<file path="config.mk">
export PLATFORM = sky130hd
export DESIGN_NAME = desc_frame_fetch
export DESIGN_NICKNAME = d
export VERILOG_FILES = /design/src/rtl/fetch_pkg.sv /design/src/rtl/fetch_dpath.sv /design/src/rtl/fetch_ctrl.sv /design/src/rtl/desc_frame_fetch.sv
export SDC_FILE = /design/constraint.sdc
export NUM_CORES = 1
export LEC_CHECK = 0
export ABC_AREA = 1
export BUFFER_PORTS_ARGS = -buffer_cell sky130_fd_sc_hd__buf_4
export CAP_MARGIN = 20
export CORE_ASPECT_RATIO = 1.1
export CORE_MARGIN = 2
export CORE_UTILIZATION = 30
export CTS_CLUSTER_DIAMETER = 150
export DETAILED_ROUTE_END_ITERATION = 16
export GPL_ROUTABILITY_DRIVEN = 0
export PLACE_DENSITY = 0.49
export SYNTH_ARGS = -nofsm -noshare
export SYNTH_HDL_FRONTEND = slang
export SYNTH_SLANG_ARGS = --single-unit
</file>
<file path="constraint.sdc">
create_clock -name clk -period 2.8 [get_ports clk]
set_input_delay 0.56 -clock clk [delete_from_list [all_inputs] [get_ports clk]]
set_output_delay 0.56 -clock clk [all_outputs]
set_load 0.005 [all_outputs]
</file>
<file path="src/rtl/fetch_pkg.sv">
package fetch_pkg;
  localparam int DESC_WORDS = 4;
  localparam int REG_HEAD = 0;
  localparam int REG_CTRL = 1;
  localparam int REG_STAT = 2;

  typedef enum logic [2:0] {
    ST_IDLE, ST_DREQ, ST_DWAIT, ST_PREQ, ST_PWAIT
  } fetchState_t;

  typedef struct packed {
    logic loadHead;   // descriptor pointer <= head register
    logic capWord;    // capture returned descriptor word
    logic nextWord;   // advance descriptor word index
    logic beat;       // data word returned: step address, count down
    logic chain;      // descriptor pointer <= next pointer
    logic descDone;   // descriptor finished (interrupt point)
    logic dataPhase;  // address mux selects the data address
  } fetchCtl_t;
endpackage

</file>
<file path="src/rtl/fetch_dpath.sv">
module fetch_dpath import fetch_pkg::*; #(
  parameter int ADDR_W = 32,
  parameter int DATA_W = 32,
  parameter int LEN_W  = 16,
  parameter int CFG_AW = 2
) (
  input  logic              clk,
  input  logic              rstN,
  input  fetchCtl_t         ctl,
  input  logic              cfgWrEn,
  input  logic [CFG_AW-1:0] cfgAddr,
  input  logic [DATA_W-1:0] cfgWrData,
  input  logic [DATA_W-1:0] memRspData,
  input  logic              dispReq,
  input  logic              fifoEmpty,
  output logic              startReq,
  output logic [ADDR_W-1:0] memAddr,
  output logic              lastWord,
  output logic              lenZero,
  output logic              lastBeat,
  output logic              irq,
  output logic              underrun
);
  localparam int STEP  = DATA_W / 8;
  localparam int OFS   = $clog2(STEP);
  localparam int IDX_W = $clog2(DESC_WORDS);

  logic [ADDR_W-1:0] headReg, descPtr, nextPtr, curAddr;
  logic [LEN_W-1:0]  remBytes;
  logic [IDX_W-1:0]  wordIdx;
  logic              irqEnReg, irqEnEff, irqSet, irqClr, undSet, undClr, statWr;

  assign statWr   = cfgWrEn && (cfgAddr == CFG_AW'(REG_STAT));
  assign startReq = cfgWrEn && (cfgAddr == CFG_AW'(REG_CTRL)) && cfgWrData[0];
  assign lastWord = (wordIdx == IDX_W'(DESC_WORDS - 1));
  assign lenZero  = (remBytes == '0);
  assign lastBeat = (remBytes == LEN_W'(STEP));
  assign memAddr  = ctl.dataPhase ? curAddr
                                  : descPtr + ADDR_W'({wordIdx, {OFS{1'b0}}});

  // zero-length descriptors report using the control word just returned
  assign irqEnEff = (ctl.capWord && lastWord) ? memRspData[0] : irqEnReg;
  assign irqSet   = ctl.descDone && irqEnEff;
  assign irqClr   = statWr && cfgWrData[0];
  assign undSet   = dispReq && fifoEmpty;
  assign undClr   = statWr && cfgWrData[1];

  always_ff @(posedge clk or negedge rstN) begin
    if (!rstN) begin
      headReg  <= '0;
      descPtr  <= '0;
      nextPtr  <= '0;
      curAddr  <= '0;
      remBytes <= '0;
      wordIdx  <= '0;
      irqEnReg <= 1'b0;
      irq      <= 1'b0;
      underrun <= 1'b0;
    end else begin
      if (cfgWrEn && (cfgAddr == CFG_AW'(REG_HEAD)))
        headReg <= cfgWrData[ADDR_W-1:0];
      if (ctl.capWord) begin
        case (wordIdx)
          IDX_W'(0): nextPtr  <= memRspData[ADDR_W-1:0];
          IDX_W'(1): curAddr  <= memRspData[ADDR_W-1:0];
          IDX_W'(2): remBytes <= {memRspData[LEN_W-1:OFS], {OFS{1'b0}}};
          default:   irqEnReg <= memRspData[0];
        endcase
      end
      if (ctl.nextWord) wordIdx <= wordIdx + 1'b1;
      if (ctl.beat) begin
        curAddr  <= curAddr + ADDR_W'(STEP);
        remBytes <= remBytes - LEN_W'(STEP);
      end
      if (ctl.loadHead) begin
        descPtr <= headReg;
        wordIdx <= '0;
      end
      if (ctl.chain) begin
        descPtr <= nextPtr;
        wordIdx <= '0;
      end
      irq      <= irqSet | (irq & ~irqClr);
      underrun <= undSet | (underrun & ~undClr);
    end
  end
endmodule

</file>
<file path="src/rtl/fetch_ctrl.sv">
module fetch_ctrl import fetch_pkg::*; (
  input  logic      clk,
  input  logic      rstN,
  input  logic      startReq,
  input  logic      memReady,
  input  logic      memRspValid,
  input  logic      fifoFull,
  input  logic      lastWord,
  input  logic      lenZero,
  input  logic      lastBeat,
  output logic      memReq,
  output fetchCtl_t ctl
);
  fetchState_t state, stateNxt;

  always_ff @(posedge clk or negedge rstN) begin
    if (!rstN) state <= ST_IDLE;
    else       state <= stateNxt;
  end

  always_comb begin
    stateNxt = state;
    ctl      = '0;
    memReq   = 1'b0;
    unique case (state)
      ST_IDLE: if (startReq) begin
        ctl.loadHead = 1'b1;
        stateNxt     = ST_DREQ;
      end
      ST_DREQ: begin
        memReq = 1'b1;
        if (memReady) stateNxt = ST_DWAIT;
      end
      ST_DWAIT: if (memRspValid) begin
        ctl.capWord = 1'b1;
        if (!lastWord) begin
          ctl.nextWord = 1'b1;
          stateNxt     = ST_DREQ;
        end else if (lenZero) begin
          ctl.descDone = 1'b1;
          ctl.chain    = 1'b1;
          stateNxt     = ST_DREQ;
        end else begin
          stateNxt = ST_PREQ;
        end
      end
      ST_PREQ: begin
        ctl.dataPhase = 1'b1;
        memReq        = !fifoFull;
        if (!fifoFull && memReady) stateNxt = ST_PWAIT;
      end
      ST_PWAIT: begin
        ctl.dataPhase = 1'b1;
        if (memRspValid) begin
          ctl.beat = 1'b1;
          if (lastBeat) begin
            ctl.descDone = 1'b1;
            ctl.chain    = 1'b1;
            stateNxt     = ST_DREQ;
          end else begin
            stateNxt = ST_PREQ;
          end
        end
      end
      default: stateNxt = ST_IDLE;
    endcase
  end
endmodule

</file>
<file path="src/rtl/desc_frame_fetch.sv">
module desc_frame_fetch import fetch_pkg::*; #(
  parameter int ADDR_W = 32,
  parameter int DATA_W = 32,
  parameter int LEN_W  = 16,
  parameter int CFG_AW = 2
) (
  input  logic              clk,
  input  logic              rstN,
  input  logic              cfgWrEn,
  input  logic [CFG_AW-1:0] cfgAddr,
  input  logic [DATA_W-1:0] cfgWrData,
  output logic              memReq,
  output logic [ADDR_W-1:0] memAddr,
  input  logic              memReady,
  input  logic              memRspValid,
  input  logic [DATA_W-1:0] memRspData,
  output logic              fifoWrEn,
  output logic [DATA_W-1:0] fifoWrData,
  input  logic              fifoFull,
  input  logic              fifoEmpty,
  input  logic              dispReq,
  output logic              irq,
  output logic              underrun
);
  fetchCtl_t ctl;
  logic startReq, lastWord, lenZero, lastBeat, dataPhase;

  assign dataPhase  = ctl.dataPhase;
  assign fifoWrEn   = ctl.beat;
  assign fifoWrData = memRspData;

  fetch_ctrl u_ctrl (
    .clk(clk), .rstN(rstN), .startReq(startReq), .memReady(memReady),
    .memRspValid(memRspValid), .fifoFull(fifoFull), .lastWord(lastWord),
    .lenZero(lenZero), .lastBeat(lastBeat), .memReq(memReq), .ctl(ctl)
  );

  fetch_dpath #(.ADDR_W(ADDR_W), .DATA_W(DATA_W), .LEN_W(LEN_W), .CFG_AW(CFG_AW)) u_dpath (
    .clk(clk), .rstN(rstN), .ctl(ctl), .cfgWrEn(cfgWrEn), .cfgAddr(cfgAddr),
    .cfgWrData(cfgWrData), .memRspData(memRspData), .dispReq(dispReq),
    .fifoEmpty(fifoEmpty), .startReq(startReq), .memAddr(memAddr),
    .lastWord(lastWord), .lenZero(lenZero), .lastBeat(lastBeat),
    .irq(irq), .underrun(underrun)
  );
endmodule

</file>
==> qor.yml <==
final_hold_violations: 0
route.final.wire_length_um: 30870
worstPathCellList: "ha_2 -> inv_2 -> fa_2 -> inv_2 -> nand3_4 -> nor2_4 -> buf_6 -> xnor2_2 -> o21ai_2 -> buf_4"
grt_start_max_net_pins: 72
syn_to_final_growth_pct: 24.33
die_height_um: 186.6
placeableCoreArea_um2: 29730
grt_pass1_vias: 8310
synth.distinct_cells: 33
grt.overflow.total: 0
post-synth-top-area-fraction: 0.4129
final_layout_size_suffix_gt1_frac: 0.2308
vias: 8630
path_max_fanout: 3
worst_r2r_path_depth: 10
cell_with_the_most_instances_on_the_worst_path: "sky130_fd_sc_hd__inv_2"
core.rowCount: 66
timing_worst_slew_pin_value_ns: 0.7260
asyncSetResetFlopFracSynth: 1.000
maxCapViolCount: 0
skew_ns: 0.02190
critical-path-max-stage-delay_ns: 0.37
detail_route.first_pass.iterations: 5
power.leakage_uw: 0.005254
track_usage: 0.1975
preCtsSetupSlack_ns: 0.2051
critPathLaunchType: "flop"
floorplan.die.width_um: 170.0
critical_path_required_ns: 2.24
timing.final.ws_setup_ns: -0.08376
synth.cell_area_um2: 9091
insertion_delay_ns: 0.44
failed_checks: "negative setup slack"
setup.worst_path.class: "reg -> out"
post_cts_hold_buffer_count: 0
cellPowerDensity_nw_per_um2: 924.6
synth.yosys.seq_area_share: 0.4129
yosys_register_bits: 150
top_level_ports: 142
cp_top_family: "adder cells"
cp_data_arrival_time_ns: 2.32
syn_nets: 1311
postSynth.topFlopCell: "sky130_fd_sc_hd__dfrtp_1"
ant_diodes: 0
ir_drop_mv: 0.5071
critical_path.n_buffers_inverters: 4
worst_setup_path_end_kind: "output pin"
timing.hold.worst.class: "in -> async"
cp_max_delay_cell: "sky130_fd_sc_hd__dfrtp_1"
port-buffer-count: 141
clock_sinks: 150
dpl.hpwl_um: 23440
period_share: 1.030
detailedRoute.firstIterationViolations: 607
syn-instance-count: 1225
crit_cells: 10
grt_first_pass_wirelength_um: 47840
cts_buffer_count: 17
timing_max_transition_violations_final: 0
status: "complete, but fails checks"
tritoncts: "done"
setup_repair_after_global_routing_missed_its_margin: "true"
setup_viol: 10
routed_length_per_instance_um: 17.84
fin_nets: 1429
synth_edf_count: 0
post-route-drc-count: 0
yosysMostFrequentCell: "sky130_fd_sc_hd__nand2_1"
dieArea_um2: 31710
fmaxAchievable_mhz: 346.8
yosys_warnings: 0
synth_top_cell_by_area: "sky130_fd_sc_hd__dfrtp_1"
cts-root-buf: "sky130_fd_sc_hd__clkbuf_16"
finalCriticalPeriod_ns: 2.884
synthTopCellsByCount: "403 x sky130_fd_sc_hd__nand2_1, 150 x sky130_fd_sc_hd__dfrtp_1, 120 x sky130_fd_sc_hd__nor2_1, 102 x sky130_fd_sc_hd__inv_1, 89 x sky130_fd_sc_hd__nand3_1"
yosys-top-cells-area: "sky130_fd_sc_hd__dfrtp_1 41%, sky130_fd_sc_hd__nand2_1 17%, sky130_fd_sc_hd__mux2_2 5.5%"
clk_pin_slew_worst_paths_ns: 0.07
initial_antenna_violation_count: 0
antenna_left: 0
avgSynthCellArea_um2: 7.421
h_tree_depth_reported_by_cts: 4
hold_ws_ns: 0.1485
cts.path.max_buffers: 2
initial_utilization: 0.3058
max-slew-margin-rel: 0.5160
via_per_inst: 4.988
power by group:
| group | internal, µW | total, µW | switching, µW |
|---|---|---|---|
| sequential | 3010 | 4020 | 1010 |
| clock | 1550 | 2560 | 1010 |
| combinational | 1720 | 3860 | 2150 |
registers in the layout, summed over array words and instances (netlist names):
register / flops
u_dpath.curAddr: 32
u_dpath.descPtr: 32
u_dpath.headReg: 32
u_dpath.nextPtr: 32
u_dpath.remBytes: 14
u_ctrl.state: 3
u_dpath.wordIdx: 2
u_dpath.irq: 1
u_dpath.irqEnReg: 1
u_dpath.underrun: 1
per-stage QoR:
| step | cell area [µm²] | total power, µW | setup TNS (ns) | util | std cells |
|---|---|---|---|---|---|
| floorplan | 9091 | 5869 | 0 | - | 1225 |
| global placement | 10400 | 7655 | 0 | 0.3498 | 1692 |
| detailed placement | 10400 | 7684 | 0 | 0.3498 | 1692 |
| CTS | 11160 | 10360 | -0.8226 | 0.3755 | 1726 |
| global route | 11300 | 11180 | -2.083 | 0.3802 | 1730 |
| finish | 11300 | 10450 | -0.5938 | 0.3802 | 1730 |
routing by layer:
metal | vias to the layer above | global-route usage | routed length (µm)
met2 | 288 | 0.3143 | 14160
met3 | 37 | 0.02969 | 1609
met1 | 4113 | 0.2770 | 14350
li1 | 4192 | - | -
met4 | 0 | 0.05950 | 746
met5 | - | 0 | 0
worst paths after layout:
path	end	slack, ns	from
setup / recovery	memAddr[8]	-0.08	u_dpath.wordIdx[0]$_DFFE_PN0P_
hold / removal	u_dpath.headReg[29]$_DFFE_PN0P_	0.15	rstN
setup reg to reg	u_dpath.wordIdx[0]$_DFFE_PN0P_	0.61	u_dpath.wordIdx[0]$_DFFE_PN0P_
hold reg to reg	u_dpath.irqEnReg$_DFFE_PN0P_	0.48	u_dpath.irqEnReg$_DFFE_PN0P_
max in group asynchronous	u_dpath.descPtr[5]$_DFFE_PN0P_	1.99	rstN
min in group clk	u_dpath.underrun$_DFF_PN0_	0.32	fifoEmpty
logic make-up (layout without fill, tap and decap cells):
group	after synthesis	after routing	share of synthesized area
simple gates	697	697	0.3285
buf+inv	180	311	0.09455
flops	150	150	0.4129
compound gates	123	123	0.07390
mux	44	44	0.05450
xor+xnor	19	19	0.01830
fa+ha+maj	12	12	0.01734
final cells by class:
type | count | area (µm²)
fill | 3187 | 18430
sequential | 150 | 3757
tap | 374 | 467.9
clock inverter | 13 | 195.2
clock buffer | 19 | 452.9
inverter | 104 | 390.4
multi-input combinational | 895 | 4669
timing repair buffer | 175 | 1370
timing repair:
item	in CTS	in global routing
setup endpoints to repair	23	28
pin swaps	6	9
buffers inserted	3	4
resized for setup	34	41
placed cells by master (no fill, tap or decap), drive strengths merged, types with 19 or more instances in the layout:
| cell type | count |
|---|---|
| o21ai | 88 |
| nand2 | 411 |
| clkbuf | 19 |
| nor2 | 126 |
| dfrtp | 150 |
| buf | 175 |
| nand4 | 43 |
| inv | 107 |
| mux2 | 44 |
| nand3 | 95 |
Note: power is estimated with default switching activity, not from simulation.
